<file path="config.mk">
export PLATFORM = sky130hd
export DESIGN_NAME = tps_timer_top
export DESIGN_NICKNAME = d
export VERILOG_FILES = /design/src/rtl/tps_pkg.sv /design/src/rtl/tps_ctrl.sv /design/src/rtl/tps_dpath.sv /design/src/rtl/tps_timer_top.sv
export SDC_FILE = /design/constraint.sdc
export NUM_CORES = 1
export LEC_CHECK = 0
export ABC_AREA = 1
export BUFFER_PORTS_ARGS = -buffer_cell sky130_fd_sc_hd__buf_2
export CAP_MARGIN = 5
export CORE_MARGIN = 1
export CORE_UTILIZATION = 30
export CTS_CLUSTER_SIZE = 20
export DETAILED_ROUTE_END_ITERATION = 12
export MAX_ROUTING_LAYER = met4
export SLEW_MARGIN = 10
export SYNTH_ARGS = -nofsm -noshare
export SYNTH_HDL_FRONTEND = slang
export SYNTH_SLANG_ARGS = --single-unit
</file>
<file path="constraint.sdc">
create_clock -name clk -period 2.7 [get_ports clk]
set_input_delay 0.135 -clock clk [delete_from_list [all_inputs] [get_ports clk]]
set_output_delay 0.135 -clock clk [all_outputs]
set_load 0.01 [all_outputs]
</file>
<file path="src/rtl/tps_pkg.sv">
package tps_pkg;
  localparam int RATE_W  = 3;
  localparam int SHIFT_W = RATE_W + 1;

  typedef struct packed {
    logic               srcEvt;
    logic               wdtEvt;
    logic               asgWdt;
    logic [SHIFT_W-1:0] shift;
    logic               tmrLoad;
    logic               preClr;
    logic               flagWr;
  } tpsStrobe_t;
endpackage

</file>
<file path="src/rtl/tps_ctrl.sv">
module tps_ctrl
  import tps_pkg::*;
#(
  parameter int SYNC_STAGES = 2,
  parameter int CFG_W       = 8
) (
  input  logic             clk,
  input  logic             rstN,
  input  logic             extPin,
  input  logic             cycleTick,
  input  logic             wdtBaseTick,
  input  logic [CFG_W-1:0] cfgByte,
  input  logic             timerWrEn,
  input  logic             flagWrEn,
  output tpsStrobe_t       strb
);
  localparam int ASG_BIT  = RATE_W;
  localparam int EDGE_BIT = RATE_W + 1;
  localparam int SRC_BIT  = RATE_W + 2;

  logic [SYNC_STAGES-1:0] syncQ;
  logic pinPrev;
  logic pinNow;

  always_ff @(posedge clk or negedge rstN) begin
    if (!rstN) begin
      syncQ   <= '0;
      pinPrev <= 1'b0;
    end else begin
      syncQ   <= {syncQ[SYNC_STAGES-2:0], extPin};
      pinPrev <= pinNow;
    end
  end

  assign pinNow = syncQ[SYNC_STAGES-1];

  logic [RATE_W-1:0] rateCode;
  logic asgWdt, edgeFall, srcExt, extEvt;

  always_comb begin
    rateCode = cfgByte[RATE_W-1:0];
    asgWdt   = cfgByte[ASG_BIT];
    edgeFall = cfgByte[EDGE_BIT];
    srcExt   = cfgByte[SRC_BIT];
    extEvt   = edgeFall ? (pinPrev & ~pinNow) : (pinNow & ~pinPrev);

    strb.srcEvt  = srcExt ? extEvt : cycleTick;
    strb.wdtEvt  = wdtBaseTick;
    strb.asgWdt  = asgWdt;
    strb.shift   = SHIFT_W'(rateCode) + (asgWdt ? SHIFT_W'(0) : SHIFT_W'(1));
    strb.tmrLoad = timerWrEn;
    strb.preClr  = timerWrEn & ~asgWdt;
    strb.flagWr  = flagWrEn;
  end
endmodule

</file>
<file path="src/rtl/tps_dpath.sv">
module tps_dpath
  import tps_pkg::*;
#(
  parameter int TMR_W    = 8,
  parameter int PRE_W    = 8,
  parameter int FLAG_BIT = 2,
  parameter int EN_BIT   = 5
) (
  input  logic             clk,
  input  logic             rstN,
  input  tpsStrobe_t       strb,
  input  logic [TMR_W-1:0] timerWrData,
  input  logic [7:0]       flagWrData,
  output logic [TMR_W-1:0] timerVal,
  output logic             ovfFlag,
  output logic             ovfEnable,
  output logic             wdtStep
);
  localparam logic [TMR_W-1:0] TMR_MAX = '1;

  logic [PRE_W-1:0] preCnt, preTerm;
  logic preEvt, preHit, tmrStep, rollOver;

  always_comb begin
    preTerm  = (PRE_W'(1) << strb.shift) - PRE_W'(1);
    preEvt   = strb.asgWdt ? strb.wdtEvt : strb.srcEvt;
    preHit   = preEvt && (preCnt >= preTerm);
    tmrStep  = strb.asgWdt ? strb.srcEvt : preHit;
    wdtStep  = strb.asgWdt ? preHit : strb.wdtEvt;
    rollOver = tmrStep && !strb.tmrLoad && (timerVal == TMR_MAX);
  end

  always_ff @(posedge clk or negedge rstN) begin
    if (!rstN)            preCnt <= '0;
    else if (strb.preClr) preCnt <= '0;
    else if (preEvt)      preCnt <= preHit ? '0 : preCnt + PRE_W'(1);
  end

  always_ff @(posedge clk or negedge rstN) begin
    if (!rstN)             timerVal <= '0;
    else if (strb.tmrLoad) timerVal <= timerWrData;
    else if (tmrStep)      timerVal <= timerVal + TMR_W'(1);
  end

  always_ff @(posedge clk or negedge rstN) begin
    if (!rstN) begin
      ovfFlag   <= 1'b0;
      ovfEnable <= 1'b0;
    end else begin
      if (rollOver)         ovfFlag <= 1'b1;
      else if (strb.flagWr) ovfFlag <= flagWrData[FLAG_BIT];
      if (strb.flagWr)      ovfEnable <= flagWrData[EN_BIT];
    end
  end
endmodule

</file>
<file path="src/rtl/tps_timer_top.sv">
module tps_timer_top
  import tps_pkg::*;
#(
  parameter int TMR_W = 8
) (
  input  logic             clk,
  input  logic             rstN,
  input  logic             extPin,
  input  logic             cycleTick,
  input  logic             wdtBaseTick,
  input  logic [7:0]       cfgByte,
  input  logic             timerWrEn,
  input  logic [TMR_W-1:0] timerWrData,
  input  logic             flagWrEn,
  input  logic [7:0]       flagWrData,
  output logic [TMR_W-1:0] timerVal,
  output logic             ovfFlag,
  output logic             ovfEnable,
  output logic             wdtStep
);
  tpsStrobe_t strb;

  tps_ctrl #(.SYNC_STAGES(2), .CFG_W(8)) u_ctrl (
    .clk(clk), .rstN(rstN), .extPin(extPin), .cycleTick(cycleTick),
    .wdtBaseTick(wdtBaseTick), .cfgByte(cfgByte), .timerWrEn(timerWrEn),
    .flagWrEn(flagWrEn), .strb(strb)
  );

  tps_dpath #(.TMR_W(TMR_W), .PRE_W(8)) u_dpath (
    .clk(clk), .rstN(rstN), .strb(strb), .timerWrData(timerWrData),
    .flagWrData(flagWrData), .timerVal(timerVal), .ovfFlag(ovfFlag),
    .ovfEnable(ovfEnable), .wdtStep(wdtStep)
  );
endmodule

</file>
==> impl_metrics.py <==
metrics = {
    "clock_tree": {
        "numClockSinks": 21,
        "cts_buffer_depth": 2,
        "insertion_delay_ns": 0.26,
        "clk_pin_slew_ns": 0.07,
        "numCtsBuffers": 3,
        "htreeDepth": 1,
        "cts_root_buf": "clkbuf_8",
        "cts_tree": "built",
    },
    "floorplan": {
        "die_h_um": 78.5,
        "die_area_um2": 6170,
        "rows": 27,
        "start_util": 0.315,
        "ioPinCount": 42,
        "core_area_um2": 5570,
        "die_w_um": 78.5,
    },
    "logic_synthesis": {
        "yosys_most_used_dff": "dfrtp_1",
        "yosys.area.top_type": "dfrtp_1",
        "synth_area_um2": 1760,
        "synthesis.nets": 295,
        "ys_top_cells_by_area": "dfrtp_1 (30%), nand2_1 (19%), ha_1 (10%)",
        "yosysWarnings": 0,
        "yosysSeqAreaShare": 0.299,
        "synth_cells": 250,
        "synth.most_common_cell": "nand2_1",
        "synth-seq-cells": 21,
        "synth_edf_count": 0,
        "synth_top_cell_area_share": 0.299,
        "ys_top_cells_by_count": "nand2_1 (88), inv_1 (34), nand3_1 (23), dfrtp_1 (21), ha_1 (14)",
        "syn_area_per_cell_um2": 7.03,
        "synth.distinct_cells": 27,
        "async_reset_ff_frac": 1.00,
    },
    "worst_setup_path": {
        "reg2reg_depth": 9,
        "worstSetupPathType": "input pin to primary output",
        "rr_startpoint": "u_dpath.preCnt[3]",
        "required_ns": 2.57,
        "cp.arrival_ns": 2.46,
        "endpoint_kind": "primary output",
        "path_max_fanout": 3,
        "reg2reg_slack_ns": 0.84,
        "startpoint_type": "input pin",
        "reg2reg_to": "u_dpath.preCnt[5]",
    },
    "pwr": {
        "switching_power_w": 0.000383,
        "ir_drop_mv": 0.294,
        "swShare": 0.364,
        "p_comb_frac": 0.415,
        "power-per-cell-area_nw_per_um2": 433,
        "p_leak_nw": 1.37,
        "clock_power_share": 0.194,
        "seqPwrFrac": 0.391,
        "intPower_w": 0.000670,
        "p_total_w": 0.00105,
    },
    "grt": {
        "grt_pass1_wl_um": 7290,
        "grt_start_max_net_pins": 22,
        "overflow": 0,
        "antenna_found_initial": 0,
        "first_global_vias": 1726,
        "grt_usage": 0.147,
    },
    "sta": {
        "fmax_ghz": 0.385,
        "finalSetupViolations": 0,
        "finClkSkew_ns": 0.00475,
        "finalHoldViolCount": 0,
        "tns_ns": 0,
        "fin_crit_sh": 0.963,
        "slew_headroom": 0.654,
        "worst_pin_slew_ns": 0.519,
        "holdWs_ns": 0.107,
        "grt_setup_unrepaired": "yes",
        "fin_crit_ns": 2.60,
        "finalMaxSlewViolations": 0,
    },
    "hold_path": {
        "min_delay_path_depth": 3,
        "min_to": "u_dpath.ovfFlag",
        "min_from": "flagWrData[2]",
        "hold_class": "input pin to flip-flop",
    },
    "routing": {
        "wirelength_um": 4110,
        "postRouteAntennaNets": 0,
        "routed_via_density": 4.54,
        "drt_iter0_markers": 34,
        "vias": 1758,
        "avgRoutedWirePerCell_um": 10.6,
        "drt_drc_violations_left": 0,
        "first_pass_iters": 4,
    },
    "layout": {
        "utilization": 0.436,
        "stdcell_area_um2": 2430,
        "synthToLayoutAreaGrowth_pct": 38.5,
        "num_antenna_cells": 0,
        "drive_above_1_share": 0.327,
        "nets": 361,
        "fill_cells": 581,
    },
    "outcome": {
        "status": "complete, no violations",
    },
    "placed_design": {
        "placed_cell_area_um2": 2160,
        "numPortBuffers": 33,
        "dpl.hpwl_um": 3130,
        "gp_congestion": 0.845,
    },
    "job": {
        "drv_cap": 0,
    },
}
## how the worst max path moves through the flow
stage,start,depth (start not counted),endpoint,slack (ns)
final,cfgByte[3],21,wdtStep,0.10
after global routing,cfgByte[3],21,wdtStep,-0.11
after CTS,cfgByte[3],23,wdtStep,0.007
after detailed placement,cfgByte[3],24,u_dpath.timerVal[1],-0.20
after global placement,cfgByte[3],23,wdtStep,-0.13
after floorplan,cfgByte[3],23,u_dpath.timerVal[0],0.07
## cells in the final DEF, fill, tap and decap left out, types with 9 or more instances in the layout
master   netlist  routed
dfrtp_1       21      21
nand2_1       88      86
nand4_1       10      10
buf_2          0      31
buf_4          0      27
ha_1          14       9
inv_1         34      29
nand3_1       23      22
nor2_1        10       9
## metal layers
metal  vias to the layer above  track usage  part of all wire
met5                         -            -                 0
met4                         0       0.0407            0.0058
met3                         2       0.0105             0.025
met2                        31        0.264              0.50
met1                       794        0.176              0.47
li1                        931            -                 -
## metrics by stage
stage | setup slack [ns] | instances
floorplan | 0.0708 | 250
global placement | -0.132 | 372
detailed placement | -0.200 | 372
CTS | 0.00666 | 385
global route | -0.107 | 387
finish | 0.100 | 387
## power by group through the flow
stage / clock network [W] / logic (W) / registers (W)
floorplan: 0 / 0.000239 / 0.000416
global placement: 0 / 0.000374 / 0.000417
detailed placement: 0 / 0.000382 / 0.000418
CTS: 0.000216 / 0.000411 / 0.000412
global route: 0.000229 / 0.000495 / 0.000421
finish: 0.000204 / 0.000437 / 0.000411
## worst max-delay path: stages
cell	delay [ns]
buf_8	0.08
inv_6	0.03
ha_4	0.15
ha_4	0.16
xnor2_2	0.19
nand2_2	0.09
inv_2	0.10
nand3_4	0.08
ha_4	0.18
xnor2_2	0.15
inv_1	0.06
ha_1	0.28
nand2_1	0.08
nor2_1	0.04
nor2_1	0.10
nand2_1	0.09
nand2_1	0.08
nand2_1	0.06
o21ai_1	0.13
inv_1	0.05
buf_2	0.13
## what timing repair did
| action | in CTS | in global routing |
|---|---|---|
| endpoints found under the setup margin | 1 | 14 |
| cloned | 0 | 0 |
| hold buffers | 2 | 0 |
| hold endpoints to repair | 22 | 0 |
| gates resized for setup | 11 | 22 |
| pin swaps | 8 | 18 |
| buffers inserted | 7 | 2 |
## logic make-up (layout without fill, tap and decap cells)
| family | Yosys count | after routing | share of synthesized area |
|---|---|---|---|
| fa+ha+maj | 14 | 14 | 0.0997 |
| buf+inv | 38 | 103 | 0.0812 |
| compound gates | 15 | 15 | 0.0506 |
| simple gates | 148 | 148 | 0.393 |
| xor+xnor | 12 | 12 | 0.0641 |
| mux | 2 | 2 | 0.0121 |
| flops | 21 | 21 | 0.299 |
## flip-flops by register name, indices dropped and copies added (netlist names)
register and count:
u_ctrl.syncQ 2, u_dpath.timerVal 8, u_dpath.ovfFlag 1, u_dpath.ovfEnable 1, u_ctrl.pinPrev 1, u_dpath.preCnt 8
## area by class of cell
type | count | area (um2) | area share
Sequential cell | 21 | 526 | 0.216
Inverter | 36 | 140 | 0.0576
Timing Repair Buffer | 63 | 424 | 0.174
Multi-Input combinational cell | 191 | 1210 | 0.496
Clock buffer | 4 | 45.0 | 0.0185
Tap cell | 72 | 90.1 | 0.0370
No activity file was read; power rests on OpenSTA's default activity.
